--- config.mk ---
export PLATFORM = sky130hd
export DESIGN_NAME = trng_if
export DESIGN_NICKNAME = d
export VERILOG_FILES = /design/src/rtl/trng_pkg.sv /design/src/rtl/trng_rst_sync.sv /design/src/rtl/trng_collector.sv /design/src/rtl/trng_status.sv /design/src/rtl/trng_if.sv
export SDC_FILE = /design/constraint.sdc
export NUM_CORES = 1
export LEC_CHECK = 0
export ABC_CLOCK_PERIOD_IN_PS = 10600
export BUFFER_PORTS_ARGS = -buffer_cell sky130_fd_sc_hd__buf_2
export CORE_AREA = 2 2 168 170
export CTS_BUF_LIST = sky130_fd_sc_hd__clkbuf_4 sky130_fd_sc_hd__clkbuf_8 sky130_fd_sc_hd__clkbuf_16
export DETAILED_ROUTE_END_ITERATION = 8
export DIE_AREA = 0 0 170 172
export PLACE_DENSITY = 0.74
export SYNTH_ARGS = -nofsm -noshare
export SYNTH_HDL_FRONTEND = slang
export SYNTH_SLANG_ARGS = --single-unit
--- constraint.sdc ---
create_clock -name clk -period 10.6 [get_ports clk]
set_input_delay 2.12 -clock clk [delete_from_list [all_inputs] [get_ports clk]]
set_output_delay 2.12 -clock clk [all_outputs]
set_load 0.02 [all_outputs]
--- src/rtl/trng_pkg.sv ---
package trng_pkg;
  // status bit positions (software decodes these)
  localparam int ST_W      = 8;
  localparam int ST_READY  = 0;
  localparam int ST_SHUTDN = 1;
  localparam int ST_STUCK  = 2;
  localparam int ST_NOISE  = 3;
  localparam int ST_RUN    = 4;
  localparam int ST_LRUN   = 5;
  localparam int ST_POKER  = 6;
  localparam int ST_MONO   = 7;
  // alarm inputs that may set status directly (ready and stuck are internal)
  localparam logic [ST_W-1:0] EXT_EVT_MASK = 8'hFA;

  // control field positions
  localparam int CT_W    = 11;
  localparam int CT_EN   = 10;
  localparam int CT_TEST = 8;
  localparam logic [CT_W-1:0] CT_KEEP = 11'h5FE;

  // config field widths
  localparam int MAXF_W = 16;
  localparam int MINF_W = 8;

  // word offsets of the non-data registers
  localparam int OFS_STAT = 4;
  localparam int OFS_CTRL = 5;
  localparam int OFS_CFG  = 6;
endpackage

--- src/rtl/trng_rst_sync.sv ---
module trng_rst_sync (
  input  logic clk,
  input  logic rst_n,
  output logic rst_sync_n
);
  logic s1_q, s2_q;

  always_ff @(posedge clk or negedge rst_n) begin
    if (!rst_n) begin
      s1_q <= 1'b0;
      s2_q <= 1'b0;
    end else begin
      s1_q <= 1'b1;
      s2_q <= s1_q;
    end
  end

  assign rst_sync_n = s2_q;
endmodule

--- src/rtl/trng_collector.sv ---
module trng_collector
  import trng_pkg::*;
#(
  parameter int WORD_W  = 32,
  parameter int N_WORDS = 4,
  parameter int CNT_W   = 8
) (
  input  logic                            clk,
  input  logic                            rst_n,
  input  logic                            en_i,
  input  logic                            test_i,
  input  logic                            ready_i,
  input  logic [CNT_W-1:0]                min_cyc_i,
  input  logic                            ent_valid_i,
  input  logic                            ent_bit_i,
  input  logic                            tw_en_i,
  input  logic [((N_WORDS>1)?$clog2(N_WORDS):1)-1:0] tw_idx_i,
  input  logic [WORD_W-1:0]               tw_data_i,
  output logic [WORD_W*N_WORDS-1:0]       blk_o,
  output logic                            done_o,
  output logic                            stuck_o
);
  localparam int BLK_W  = WORD_W * N_WORDS;
  localparam int IDX_W  = (N_WORDS > 1) ? $clog2(N_WORDS) : 1;
  localparam int BCNT_W = $clog2(BLK_W + 1);

  logic [BLK_W-1:0]  blk_q, blk_d;
  logic [BLK_W-1:0]  prev_q, prev_d;
  logic              have_prev_q, have_prev_d;
  logic [BCNT_W-1:0] bits_q, bits_d;
  logic [CNT_W-1:0]  cyc_q, cyc_d;

  logic run, full, take, done, tw_act;

  // ---------------- next state ----------------
  always_comb begin
    run    = en_i && !test_i && !ready_i;
    full   = (bits_q == BCNT_W'(BLK_W));
    take   = run && ent_valid_i && !full;
    done   = run && full && (cyc_q >= min_cyc_i);
    tw_act = tw_en_i && test_i;

    blk_d = blk_q;
    if (take) begin
      blk_d = {blk_q[BLK_W-2:0], ent_bit_i};
    end else if (tw_act) begin
      for (int i = 0; i < N_WORDS; i++) begin
        if (tw_idx_i == IDX_W'(i)) blk_d[i*WORD_W +: WORD_W] = tw_data_i;
      end
    end

    if (!run || done)  bits_d = '0;
    else if (take)     bits_d = bits_q + 1'b1;
    else               bits_d = bits_q;

    if (!run)               cyc_d = '0;
    else if (cyc_q == '1)   cyc_d = cyc_q;
    else                    cyc_d = cyc_q + 1'b1;

    prev_d      = done ? blk_q : prev_q;
    have_prev_d = have_prev_q || done;
  end

  // ---------------- registers ----------------
  always_ff @(posedge clk or negedge rst_n) begin
    if (!rst_n) begin
      blk_q       <= '0;
      prev_q      <= '0;
      have_prev_q <= 1'b0;
      bits_q      <= '0;
      cyc_q       <= '0;
    end else begin
      if (take || tw_act) blk_q <= blk_d;
      if (done) begin
        prev_q      <= prev_d;
        have_prev_q <= have_prev_d;
      end
      bits_q <= bits_d;
      cyc_q  <= cyc_d;
    end
  end

  assign blk_o   = blk_q;
  assign done_o  = done;
  assign stuck_o = done && have_prev_q && (blk_q == prev_q);

  // ---------------- assertions ----------------
  // bank frozen while ready stands (test writes excepted)
  a_r5_hold_when_ready: assert property (@(posedge clk) disable iff (!rst_n)
    (ready_i && !tw_act) |=> $stable(blk_o));

  // generator off leaves the bank untouched
  a_r10_idle_when_off: assert property (@(posedge clk) disable iff (!rst_n)
    (!en_i && !tw_act) |=> $stable(blk_o));

  // a release is never followed at once by a completion
  a_r4_no_early_done: assert property (@(posedge clk) disable iff (!rst_n)
    $fell(ready_i) |=> !done_o);
endmodule

--- src/rtl/trng_status.sv ---
module trng_status
  import trng_pkg::*;
(
  input  logic            clk,
  input  logic            rst_n,
  input  logic [ST_W-1:0] set_i,
  input  logic            w1c_en_i,
  input  logic [ST_W-1:0] w1c_mask_i,
  input  logic [ST_W-1:0] irq_en_i,
  output logic [ST_W-1:0] stat_o,
  output logic            irq_o
);
  localparam logic [ST_W-1:0] IRQ_SRC = ~(ST_W'(1) << ST_READY);

  logic [ST_W-1:0] stat_q, stat_d, clr;

  always_comb begin
    clr    = w1c_en_i ? w1c_mask_i : '0;
    stat_d = (stat_q & ~clr) | set_i;   // a new event wins over a clear
  end

  always_ff @(posedge clk or negedge rst_n) begin
    if (!rst_n) stat_q <= '0;
    else        stat_q <= stat_d;
  end

  assign stat_o = stat_q;
  assign irq_o  = |(stat_q & irq_en_i & IRQ_SRC);

  // bits written as one are gone next cycle unless re-raised
  a_r6_w1c_clears: assert property (@(posedge clk) disable iff (!rst_n)
    w1c_en_i |=> ((stat_q & $past(w1c_mask_i) & ~$past(set_i)) == '0));

  // without a status write no bit ever drops
  a_r8_sticky: assert property (@(posedge clk) disable iff (!rst_n)
    !w1c_en_i |=> ((stat_q & $past(stat_q)) == $past(stat_q)));

  // nothing raised in bits 7:1 means no interrupt
  a_r9_ready_no_irq: assert property (@(posedge clk) disable iff (!rst_n)
    (stat_q[ST_W-1:1] == '0) |-> !irq_o);
endmodule

--- src/rtl/trng_if.sv ---
module trng_if
  import trng_pkg::*;
#(
  parameter int WORD_W  = 32,
  parameter int N_WORDS = 4,
  parameter int ADDR_W  = 4
) (
  input  logic              clk,
  input  logic              rst_n,
  input  logic              bus_sel,
  input  logic              bus_we,
  input  logic [ADDR_W-1:0] bus_addr,
  input  logic [WORD_W-1:0] bus_wdata,
  output logic [WORD_W-1:0] bus_rdata,
  input  logic              ent_valid,
  input  logic              ent_bit,
  input  logic [ST_W-1:0]   alarm_evt,
  output logic              irq
);
  localparam int BLK_W = WORD_W * N_WORDS;
  localparam int IDX_W = (N_WORDS > 1) ? $clog2(N_WORDS) : 1;

  logic rst_i_n;

  logic [CT_W-1:0]   ctrl_q, ctrl_d;
  logic [MAXF_W-1:0] cfg_max_q, cfg_max_d;
  logic [MINF_W-1:0] cfg_min_q, cfg_min_d;

  logic wr, wr_ctrl, wr_cfg, wr_stat, wr_word;
  logic [BLK_W-1:0]  blk;
  logic              done, stuck;
  logic [ST_W-1:0]   set_vec, stat;
  logic [WORD_W-1:0] rd_mux;

  trng_rst_sync u_rst (
    .clk        (clk),
    .rst_n      (rst_n),
    .rst_sync_n (rst_i_n)
  );

  // ---------------- decode ----------------
  always_comb begin
    wr      = bus_sel && bus_we;
    wr_stat = wr && (bus_addr == ADDR_W'(OFS_STAT));
    wr_ctrl = wr && (bus_addr == ADDR_W'(OFS_CTRL));
    wr_cfg  = wr && (bus_addr == ADDR_W'(OFS_CFG));
    wr_word = wr && (bus_addr < ADDR_W'(N_WORDS));
  end

  // ---------------- control / config ----------------
  always_comb begin
    ctrl_d    = bus_wdata[CT_W-1:0] & CT_KEEP;
    cfg_max_d = bus_wdata[WORD_W-1 -: MAXF_W];
    cfg_min_d = bus_wdata[MINF_W-1:0];
  end

  always_ff @(posedge clk or negedge rst_i_n) begin
    if (!rst_i_n) begin
      ctrl_q    <= '0;
      cfg_max_q <= '0;
      cfg_min_q <= '0;
    end else begin
      if (wr_ctrl) ctrl_q <= ctrl_d;
      if (wr_cfg) begin
        cfg_max_q <= cfg_max_d;
        cfg_min_q <= cfg_min_d;
      end
    end
  end

  // ---------------- bank fill ----------------
  trng_collector #(
    .WORD_W  (WORD_W),
    .N_WORDS (N_WORDS),
    .CNT_W   (MINF_W)
  ) u_col (
    .clk         (clk),
    .rst_n       (rst_i_n),
    .en_i        (ctrl_q[CT_EN]),
    .test_i      (ctrl_q[CT_TEST]),
    .ready_i     (stat[ST_READY]),
    .min_cyc_i   (cfg_min_q),
    .ent_valid_i (ent_valid),
    .ent_bit_i   (ent_bit),
    .tw_en_i     (wr_word),
    .tw_idx_i    (bus_addr[IDX_W-1:0]),
    .tw_data_i   (bus_wdata),
    .blk_o       (blk),
    .done_o      (done),
    .stuck_o     (stuck)
  );

  // ---------------- status ----------------
  always_comb begin
    set_vec           = alarm_evt & EXT_EVT_MASK;
    set_vec[ST_READY] = done;
    set_vec[ST_STUCK] = stuck;
  end

  trng_status u_st (
    .clk        (clk),
    .rst_n      (rst_i_n),
    .set_i      (set_vec),
    .w1c_en_i   (wr_stat),
    .w1c_mask_i (bus_wdata[ST_W-1:0]),
    .irq_en_i   ({ctrl_q[ST_W-1:1], 1'b0}),
    .stat_o     (stat),
    .irq_o      (irq)
  );

  // ---------------- read path ----------------
  always_comb begin
    rd_mux = '0;
    for (int i = 0; i < N_WORDS; i++) begin
      if (bus_addr == ADDR_W'(i)) rd_mux = blk[i*WORD_W +: WORD_W];
    end
    if (bus_addr == ADDR_W'(OFS_STAT)) rd_mux = WORD_W'(stat);
    if (bus_addr == ADDR_W'(OFS_CTRL)) rd_mux = WORD_W'(ctrl_q);
    if (bus_addr == ADDR_W'(OFS_CFG))
      rd_mux = {cfg_max_q, {(WORD_W-MAXF_W-MINF_W){1'b0}}, cfg_min_q};
  end

  assign bus_rdata = (bus_sel && !bus_we) ? rd_mux : '0;

  // the stuck flag only appears together with a fresh ready
  a_r7_stuck_with_ready: assert property (@(posedge clk) disable iff (!rst_i_n)
    $rose(stat[ST_STUCK]) |-> $rose(stat[ST_READY]));

  // addresses past the config word read as zero
  a_r2_unmapped_zero: assert property (@(posedge clk) disable iff (!rst_i_n)
    (bus_sel && !bus_we && (bus_addr > ADDR_W'(OFS_CFG))) |-> (bus_rdata == '0));
endmodule

# [Yosys cells after proc, flatten, opt, wreduce, memory -nomap -nowiden]
# Index checks and enable logic that the tools add are counted.
[word_totals] register_bits=316 in_bits=50 out_inout_bits=33 wordCells=90
[classes] addsub=2 magnitude_cmp=2 n_eq_ne=13 n_mux=19 bitwise_logic=4 reduce_logical=36
[ops] operator="2-to-1 mux 32 bit" count=12
[ops] operator="2-to-1 mux 128 bit" count=2
[ops] operator="equality test 128 bit" count=1
[ops] operator="2-to-1 mux 8 bit" count=5
[ops] operator="adder 8 x 1 -> 8 bit (second input constant)" count=2
[ops] operator="bitwise AND 8 bit" count=2
[ops] operator="equality test 8 bit (second input constant)" count=2
[ops] operator="logical AND 1 bit" count=15
[ops] operator="equality test 4 x 3 -> 1 bit (second input constant)" count=3
[ops] operator="AND reduction 3 bit" count=4
[ops] operator="nonzero test 2 bit" count=6
[ops] operator="equality test 4 x 2 -> 1 bit (second input constant)" count=2
[ops] operator=">= comparator 8 bit" count=1
[ops] operator="inverter 8 bit" count=1
[ops] operator="OR 8 bit" count=1
[ops] operator="OR reduction 7 bit" count=1
[ops] operator="logical NOT 1 bit" count=5
[ops] operator="equality test 2 bit (second input constant)" count=2
[ops] operator="equality test 4 x 1 -> 1 bit (second input constant)" count=1
[ops] operator="logical NOT 4 bit" count=1
[ops] operator="< comparator 4 x 3 -> 1 bit (second input constant)" count=1
[ops] operator="logical OR 1 bit" count=3
[ops] operator="equality test 2 x 1 -> 1 bit (second input constant)" count=1
[ops] operator="logical NOT 2 bit" count=1
[ops] operator="inequality test 2 bit (second input constant)" count=1

# [Logic depth before layout (Yosys ltp)]
# Gate-level depths: netlist of the first run.
[logic_depth] depth_word=9 ltp_mapped=10 mapped_depth_nobuf=8

# [By module]
# From an unflattened synthesis of the first run, not the netlist that was laid out.
[unflattened] hier_cells=1482 hier_area_um2=16402.0
[modules_own_cells] mod="trng_collector" n_inst=1 cells_each=1215 area_each_um2=13305.3 seq_area_each_um2=6831.6
[modules_own_cells] mod="trng_if" n_inst=1 cells_each=235 area_each_um2=2717.6 seq_area_each_um2=825.8
[modules_own_cells] mod="trng_status" n_inst=1 cells_each=29 area_each_um2=325.3 seq_area_each_um2=200.2
[modules_own_cells] mod="trng_rst_sync" n_inst=1 cells_each=3 area_each_um2=53.8 seq_area_each_um2=50.0

# [Worst setup path before layout of the first run]
# No wires, ideal clock.
[synth_timing] path_kind="input -> output" from="input bus_addr[0]" to="output bus_rdata[29]" arrival_time_ns=3.574 slack_ns=4.906 stages=6 path_buffers=2 cell_sequence="buf_1 > buf_2 > mux2i_1 > o22ai_1 > a22oi_1 > o21ai_0"
[synth_via] elab_chain_len=9 word_cells_on_any_way=15 cone_classes="eq/ne: 6; mux: 8; reduce/logical: 1"
[synth_lines] element="start, declared" line="trng_if.sv:12" source="input logic [ADDR_W-1:0] bus_addr,"
[synth_lines] element="logical NOT 4 bit" line="trng_if.sv:115" source="if (bus_addr == ADDR_W'(i)) rd_mux = blk[i*WORD_W +: WORD_W];"
[synth_lines] element="2-to-1 mux 32 bit (4 in a row)" line="trng_if.sv:115"
[synth_lines] element="2-to-1 mux 32 bit" line="trng_if.sv:117" source="if (bus_addr == ADDR_W'(OFS_STAT)) rd_mux = WORD_W'(stat);"
[synth_lines] element="2-to-1 mux 32 bit" line="trng_if.sv:118" source="if (bus_addr == ADDR_W'(OFS_CTRL)) rd_mux = WORD_W'(ctrl_q);"
[synth_lines] element="2-to-1 mux 32 bit *" line="trng_if.sv:119" source="if (bus_addr == ADDR_W'(OFS_CFG))"
[synth_lines] element="2-to-1 mux 32 bit *" line="trng_if.sv:123" source="assign bus_rdata = (bus_sel && !bus_we) ? rd_mux : '0;"
[synth_lines] element="end, declared" line="trng_if.sv:14" source="output logic [WORD_W-1:0] bus_rdata,"
# Every way passes the cells marked *; elsewhere a longest branch is shown, timed or not.

# [Final worst setup path of the first run]
[layout_timing] from="input bus_addr[0]" to="output bus_rdata[15]"
# The elaborated chain is that of the path after synthesis.

==> results by stage, run 1 <==
Worst setup path:
- The worst-case register-to-register setup slack is around 7.1 ns.
- Of all nets on the critical path, the largest fanout is 34.
- Data on the critical path is required at its endpoint by 8.48 ns.
- The worst setup path is launched from a primary input.
- The critical path arrival is around 4.7 ns.
- The category of the most critical setup path is primary input to output pin.
- In this design, the stage delay of the slowest critical-path cell is approximately 0.6 ns.
- The cell type of the slowest stage on the worst timing path is sky130_fd_sc_hd__buf_4.
- The endpoint kind of the worst setup timing path is an output pin.
- The critical path goes through buf_2 > buf_4 > nand2_1 > nor3_4 > buf_4 > a22oi_1 > nor2_1 > buf_2.

Yosys:
- The async set-reset flop share out of synthesis is between 90% and 100%.
- The synthesized design contains 0 enable-type register cells.
- Yosys printed 0 warnings.
- After synthesis the netlist holds a flip-flop and latch count of ~320.
- The synthesized instance count is 1744.
- Among all flip-flop cells after synthesis, the most frequent one is sky130_fd_sc_hd__dfrtp_1.
- Synthesis produced a netlist with a net count of roughly 1800.
- The per-instance average area after synthesis is 9.26 sq um.
- Synthesis instantiated 50 different standard cells from the library.
- The share of the Yosys chip area taken by registers is 49.0%.
- The mapped cell area is 16100 sq um.

Place:
- Buffers placed on the I/O ports in this run total 80.
- The routability-driven placement congestion ratio is 0.927.
- The half-perimeter wire length after detailed placement is 31.3 mm.

Route:
- The average routed wire per standard cell is 21.6 microns.
- The post-detailed-route DRC marker count is 0.
- The first TritonRoute pass finished after 8 iterations.
- Once detail routing completed, the nets flagged for antenna violations numbered 0.
- The routed via count is between 10000 and 15000.
- The routed design has 46.6 mm of wire.
- The iteration-0 DRC count of the detailed router is around 1300.
- The via density per instance is slightly above 6.

Die:
- Once the floorplan was initialized, standard cells occupied 58.8% of the core.
- The floorplan step defined a die boundary enclosing ~30000 sq um.
- The floorplan has 61 rows.
- The standard cell core area is 27500 sq um.
- During I/O placement, the number of pins put on the boundary was 83.
- The horizontal die dimension is 170 microns.
- The height of the die is 172 microns.

Status:
- The run finished with clean final reports.

STA:
- The total negative slack for setup checks is 0 ns.
- The clock arrives with 0.0203 ns of skew.
- In the finished design, the share of the clock period the worst path needs comes to 64.4%.
- The final-report max-slew violation count came to 0.
- The achievable clock frequency is 147 MHz.
- In this run the tightest slew margin relative to its limit is between 20% and 30%.
- The shortest clock period the worst path allows after layout is 6.82 ns.
- Setup repair after global routing left no endpoint under its margin.
- The hold violation total from the final report is 0.
- At the pin with the least slew margin, the transition time is 1.17 ns.
- The count of final setup violators is 0.

Pwr:
- The internal power contribution is 2.67 mW.
- The power per cell area is roughly 230 nW/um^2.
- The net switching power is 1.49 mW.
- Per report_power, the clock group accounts for roughly a third of the total.
- Total power for the finished layout comes to slightly above 4 mW.
- Net switching is 35.7% of the power.
- The power share of the combinational group is 21.5%.
- VDD sags by at most ~150 uV.
- For this design the static power due to leakage is 8.50 nW.
- Registers are responsible for roughly 47% of the overall power.

Clock tree:
- At the later pin of the worst-skew pair, clock insertion delay measures about 0.54 ns.
- The number of setup buffers added after CTS is 0.
- In this run the clock root is driven by a sky130_fd_sc_hd__clkbuf_16.
- Gates resized during post-CTS repair numbered 0.
- The level count of the clock H-tree is 2.
- The tree built by TritonCTS fans out to between 300 and 400 sinks.
- TritonCTS built the clock tree.
- Clock tree synthesis inserted a total of 36 buffers.
- The number of buffers inserted for hold repair after clock tree synthesis is 0.
- The register clock-pin slew on the reported worst setup and hold paths is 0.06 ns.
- The maximum root-to-sink buffer count is 3.

GRT:
- The global routing usage summed across all routing layers is 32.5%.
- The total congestion overflow is 0.
- The global-route wire length before repair is 72.6 mm.
- The met2 track demand over resource in global routing is approximately 52%.
- The met3 capacity usage during global routing is 3.91%.
- The global-route met1 utilization is a little under half.
- The busiest layer in global routing is met2.
- The number of global-route vias before repair was approximately 12000.
- The number of antenna violations at the first check in global routing is 1.
- Entering global routing, the biggest net connects 110 pins.

Cells and area:
- The synthesis-to-finish area growth is 11.3%.
- In the final layout, the share of cells above drive strength 1 is 11.3%.
- The net count of the finished layout is 1844.
- The layout has 2217 filler cells.

Run:
- Max-cap violations in this run came to 0.

Min path:
- The path category of the worst min-delay check is flip-flop to flip-flop.
[flip-flops by register name (all words and copies together), names as in the netlist]
register / cells
u_rst.s1_q: 1
u_st.stat_o: 8
u_col.have_prev_q: 1
cfg_min_q: 8
u_col.prev_q: 128
ctrl_q: 9
u_col.blk_o: 128
u_col.bits_q: 8
cfg_max_q: 16
u_col.cyc_q: 8
u_rst.rst_sync_n: 1
[logic make-up (layout without fill, tap and decap cells)]
group | Yosys count | after routing | share of synthesized area (%)
and+or+nand+nor | 602 | 602 | 15.4
AOI/OAI and AO/OA | 366 | 366 | 13.3
DFF | 316 | 316 | 49.0
muxes | 196 | 196 | 12.5
buffers and inverters | 171 | 235 | 4.54
xor gates and xnor gates | 81 | 81 | 4.39
adders and majority gates | 11 | 11 | 0.852
other | 1 | 2 | 0.0232
[final cells by class]
cell class | instances | area (sq um) | area share, %
Antenna cell | 1 | 2.50 | 0.0139
Clock buffer | 49 | 1070 | 5.97
Clock inverter | 14 | 180 | 1.00
Inverter | 72 | 270 | 1.50
Multi-Input combinational cell | 1257 | 7550 | 42.0
Sequential cell | 316 | 7910 | 44.0
Tap cell | 346 | 433 | 2.41
Timing Repair Buffer | 100 | 551 | 3.06
[cell usage in the layout (no fill, tap or decap), types with 37 or more instances in the layout]
master	synthesis	routed
sky130_fd_sc_hd__nor2_1	164	160
sky130_fd_sc_hd__nand2_1	349	348
sky130_fd_sc_hd__buf_2	37	80
sky130_fd_sc_hd__o21ai_0	69	69
sky130_fd_sc_hd__o22ai_1	39	39
sky130_fd_sc_hd__mux2i_1	168	168
sky130_fd_sc_hd__clkbuf_16	0	37
sky130_fd_sc_hd__xnor2_1	41	41
sky130_fd_sc_hd__a21oi_1	148	148
sky130_fd_sc_hd__dfrtp_1	316	315
sky130_fd_sc_hd__inv_1	72	72
sky130_fd_sc_hd__xor2_1	40	40
[cells in the mapped netlist (2+ instances only)]
cell                        instances  area (sq um)
sky130_fd_sc_hd__xor2_1            40           350
sky130_fd_sc_hd__a22oi_1           29           218
sky130_fd_sc_hd__a21oi_1          148           741
sky130_fd_sc_hd__o21ai_1           29           145
sky130_fd_sc_hd__mux2_2            26           293
sky130_fd_sc_hd__a222oi_1           2          20.0
sky130_fd_sc_hd__and3_1             3          18.8
sky130_fd_sc_hd__nor3_1             4          20.0
sky130_fd_sc_hd__buf_1              5          18.8
sky130_fd_sc_hd__nor4_1            21           131
sky130_fd_sc_hd__clkbuf_1          51           191
sky130_fd_sc_hd__mux2i_1          168          1680
sky130_fd_sc_hd__inv_1             72           270
sky130_fd_sc_hd__buf_6              6          67.6
sky130_fd_sc_hd__mux4_2             2          45.0
sky130_fd_sc_hd__ha_1              11           138
sky130_fd_sc_hd__nor2_1           164           616
sky130_fd_sc_hd__dfrtp_1          316          7910
sky130_fd_sc_hd__a22o_1            13           114
sky130_fd_sc_hd__buf_2             37           185
sky130_fd_sc_hd__xnor2_1           41           359
sky130_fd_sc_hd__o221ai_1           4          35.0
sky130_fd_sc_hd__or3_1              3          18.8
sky130_fd_sc_hd__o21ai_0           69           345
sky130_fd_sc_hd__o22ai_1           39           244
sky130_fd_sc_hd__a221oi_1           8          70.1
sky130_fd_sc_hd__a21o_1             7          52.6
sky130_fd_sc_hd__nand2b_1          10          62.6
sky130_fd_sc_hd__o2bb2ai_1          8          70.1
sky130_fd_sc_hd__nor2b_1            9          56.3
sky130_fd_sc_hd__nand3_1           12          60.1
sky130_fd_sc_hd__a31oi_1            3          18.8
sky130_fd_sc_hd__nand4_1           19           119
sky130_fd_sc_hd__nand2_1          349          1310
[per-stage QoR]
stage,cells,instance area [sq um],hold WS (ns),util [%],worst slack [ns]
after global routing,2155,18000,0.354,65.4,3.63
after detailed placement,2091,16700,0.337,60.8,3.84
final,2155,18000,0.348,65.4,3.78
after global placement,2091,16700,0.337,60.8,3.86
after floorplan,1744,16100,0.331,-,1.14
after CTS,2154,18000,0.350,65.4,3.82
[power by group through the flow]
stage	clock network (mW)	logic, mW	registers (mW)
3_3_place_gp	0	0.860	1.93
3_5_place_dp	0	0.885	1.94
4_1_cts	1.33	0.891	1.93
6_report	1.32	0.896	1.94
5_1_grt	1.38	0.986	1.98
2_1_floorplan	0	0.629	1.77
[final timing paths]
path                                  startpoint          endpoint  depth (start not counted)
worst min register to register        u_rst.s1_q  u_rst.rst_sync_n                          0
min in group asynchronous       u_rst.rst_sync_n  u_col.prev_q[63]                          0
max in group asynchronous       u_rst.rst_sync_n  u_col.prev_q[16]                          2
worst min-delay path                  u_rst.s1_q  u_rst.rst_sync_n                          0
worst max register to register         ctrl_q[8]  u_col.prev_q[39]                          6
worst max-delay path                 bus_addr[0]     bus_rdata[15]                          8
[critical path, delay by kind of cell]
family	cells	cell delay, ns
compound gates	1	0.17
buf+inv	4	1.72
simple gates	3	0.68
[metal layers]
metal	up-vias	routed length, microns	part of all wire (%)
li1	6046	-	-
met2	507	22100	48
met3	74	3140	6.7
met4	0	1230	2.6
met1	6454	20100	43
met5	-	0	0
Power figures use the tool's default switching activity.
==> run 2: changes to the inputs <==
Settings changed: ABC_CLOCK_PERIOD_IN_PS 10600 to 6310.
Clock period 10.6 ns to 6.31 ns, I/O delays scaled along.
==> results by stage, run 2 (synthesis gave the netlist of run 1 again) <==
Status:
- The flow ran to the end, and the final reports show no timing, DRC or antenna violations.

Worst setup path:
- The maximum single-stage delay on the critical path is 0.94 ns (+0.34 ns).
- The top fanout value on the critical path is 14 (-59%).
- The endpoint kind of the worst setup timing path is an output pin.
- The number of cells on the critical path was 6 (-2).
- Traced cell by cell, the critical path runs through buf_2 > nor2b_1 > and4b_1 > nand2_1 > o21ai_0 > buf_2.
- The worst setup path is launched from a primary input.
- The worst setup path is of the primary input to output pin kind.
- The required time of the critical path is 5.05 ns (-3.43 ns).
- The number of cells on the worst reg-to-reg path was 8 (+2).
- The critical path arrival is 3.73 ns (-0.97 ns).
- The worst-case register-to-register setup slack is 3.00 ns (-4.14 ns).
- For this design, the slowest cell found on the critical path is sky130_fd_sc_hd__and4b_1.
- The number of buffers and inverters on the critical path is 2 (-2).
- Among cell families on the critical path, the largest total delay comes from simple AND/OR/NAND/NOR gates.
- The cell type with the highest occurrence count on the critical path is sky130_fd_sc_hd__buf_2.

Clock tree:
- In this run the clock root is driven by a sky130_fd_sc_hd__clkbuf_16.
- The register clock-pin slew on the reported worst setup and hold paths is 0.06 ns (about the same).
- The post-cts resize count is 0 (unchanged).
- TritonCTS built the clock tree.
- The number of setup buffers added after CTS is 0 (unchanged).
- The total clock buffers created by CTS came to 35 (-2.8%).
- The count of clock tree sinks is 316 (unchanged).
- The number of buffers inserted for hold repair after clock tree synthesis is 0 (unchanged).
- The insertion delay to the later sink of the worst-skew pair was 0.52 ns (-0.02 ns).
- The level count of the clock H-tree is 2 (unchanged).
- The maximum root-to-sink buffer count was 3 (unchanged).

GRT:
- The total congestion overflow is 0 (unchanged).
- The global-route wire length before repair was 72.9 mm (+0.42%).
- The number of global-route vias before repair is 12600 (+0.72%).
- The number of antenna violations at the first check in global routing is 2 (+1).
- The maximum number of pins on one net before global-route repair is 155 (+41%).
- The global routing usage summed across all routing layers was 32.6% (+0.077 points).

Pwr:
- The leakage power figure was 8.47 nW (-0.40%).
- The register share of total power is 47.7% (+1.1 points).
- The worst IR drop on VDD is 197 uV (+35%).
- The internal power contribution is 4.36 mW (+63%).
- The power per cell area is 381 nW/um^2 (+65%).
- The power share of the combinational group is 22.2% (+0.7 points).
- The switching fraction of total power came to 36.1% (+0.40 points).
- The net switching power is 2.46 mW (+66%).
- The power share of the clock group is 30.1% (-1.8 points).

STA:
- The post-route clock skew was 0.0210 ns (+0.000680 ns).
- The shortest clock period the worst path allows after layout is 4.99 ns.
- The count of final setup violators came to 0 (unchanged).
- For this run, the top clock speed supported by timing is about 200 MHz.
- The final-report max-slew violation count is 0 (unchanged).
- The total negative slack for setup checks was 0 ns (unchanged).
- The hold violation total from the final report came to 0 (unchanged).
- The smallest setup slack after layout came to 1.32 ns (-2.46 ns).
- The final period utilization is 79.1%.
- The worst relative slew slack came to 18.5% (-3.7 points).
- The final hold slack is 0.339 ns (-0.00926 ns).
- Setup repair after global routing left no endpoint under its margin.
- The measured slew at the worst slew-check pin is 1.22 ns (+0.0555 ns).

Die:
- The top-level port count is 83 (unchanged).
- The horizontal die dimension came to 170 microns (unchanged).
- The starting utilization of the core area is 58.8% (unchanged).
- The area enclosed by the die boundary is 29200 sq um (unchanged).
- The floorplan row count is 61 (unchanged).
- The height of the die is 172 microns (unchanged).
- The standard cell core area is 27500 sq um (unchanged).

Cells and area:
- The final cell area excluding filler cells came to 17900 sq um (-0.37%).
- The net total in the final layout is 1842 (-0.11%).
- Leaving out fill and tap cells, the most frequent cells in the layout are 348 x sky130_fd_sc_hd__nand2_1, 315 x sky130_fd_sc_hd__dfrtp_1, 168 x sky130_fd_sc_hd__mux2i_1.
- Relative to the synthesized area, the layout overhead comes to 10.9%.
- The utilization of the core after routing came to 65.2% (-0.24 points).
- The fraction of final layout cells sized beyond drive strength 1 is 11.2% (-0.098 points).
- Leaving out fill and tap cells, the most frequent cell in the layout is sky130_fd_sc_hd__nand2_1.

Route:
- The via density per instance is 6.04 (-0.57%).
- The count of nets left with antenna violations after detail routing is 0 (unchanged).
- The routed via count is 13000 (-0.67%).
- The post-detailed-route DRC marker count came to 0 (unchanged).
- The total iterations of the first detailed-routing run was 5 (-3).
- The wire length after detailed routing is 46.4 mm (-0.35%).
- The iteration-0 DRC count of the detailed router came to 1128 (-16%).
- The average routed wire per standard cell was 21.6 microns (-0.26%).

Run:
- The number of max-cap violations is 0 (unchanged).

Place:
- The worst slack after detailed placement is 1.44 ns (-2.40 ns).
- The routability-driven placement congestion ratio was 0.922 (-0.59%).
- The post-place instance area is 16700 sq um (+0.18%).
- The number of port buffers is 80 (unchanged).
- The half-perimeter wire length after detailed placement is 31.4 mm (+0.20%).

Min path:
- In this run the worst hold path is classified as flip-flop to async pin.
-- run 2: power by group through the flow --
stage / Combinational (mW) / Sequential, mW / Clock (mW)
global route: 1.67 / 3.31 / 2.15
global placement: 1.45 / 3.24 / 0
floorplan: 1.06 / 2.98 / 0
finish: 1.52 / 3.25 / 2.05
detailed placement: 1.49 / 3.26 / 0
CTS: 1.51 / 3.23 / 2.07
-- run 2: final timing paths --
| check | start | endpoint |
|---|---|---|
| max in group asynchronous | u_rst.rst_sync_n | u_col.blk_o[47] |
| worst min register to register | u_rst.rst_sync_n | u_col.blk_o[96] |
| worst min-delay path | u_rst.rst_sync_n | u_col.blk_o[96] |
| worst max register to register | u_col.cyc_q[2] | u_col.prev_q[43] |
| worst max-delay path | bus_addr[2] | bus_rdata[26] |
| min in group clk | u_rst.s1_q | u_rst.rst_sync_n |
-- run 2: metal layers --
metal | GRT usage (%) | up-vias | share of wire, %
li1 | - | 6048 | -
met1 | 45.0 | 6372 | 43
met2 | 52.4 | 468 | 47
met3 | 5.75 | 106 | 6.9
met4 | 11.0 | 0 | 3.3
met5 | 0 | - | 0
-- run 2: final cells by class --
cell class / instances / area, sq um
clock buffers: 54 / 1070
inverters: 72 / 270
repair buffers: 99 / 581
well taps: 346 / 433
multi-input cells: 1257 / 7550
diodes: 1 / 2.50
fillers: 2199 / 9570
flip-flops and latches: 316 / 7910
clock inverters: 8 / 82.6
-- run 2: worst reg2reg max path, cell delays in order, from the launching register on --
cell and delay (ns):
sky130_fd_sc_hd__dfrtp_1 0.43, sky130_fd_sc_hd__ha_1 0.33, sky130_fd_sc_hd__a21oi_1 0.13, sky130_fd_sc_hd__o21ai_0 0.12, sky130_fd_sc_hd__a21oi_1 0.43, sky130_fd_sc_hd__o22a_4 0.56, sky130_fd_sc_hd__buf_4 0.86, sky130_fd_sc_hd__nand2_1 0.25
sky130_fd_sc_hd__o21ai_1 0.12
-- run 2: metrics by stage --
stage / power (mW) / instances
finish: 6.82 / 2153
global route: 7.13 / 2153
CTS: 6.80 / 2152
detailed placement: 4.75 / 2090
global placement: 4.69 / 2090
floorplan: 4.04 / 1744
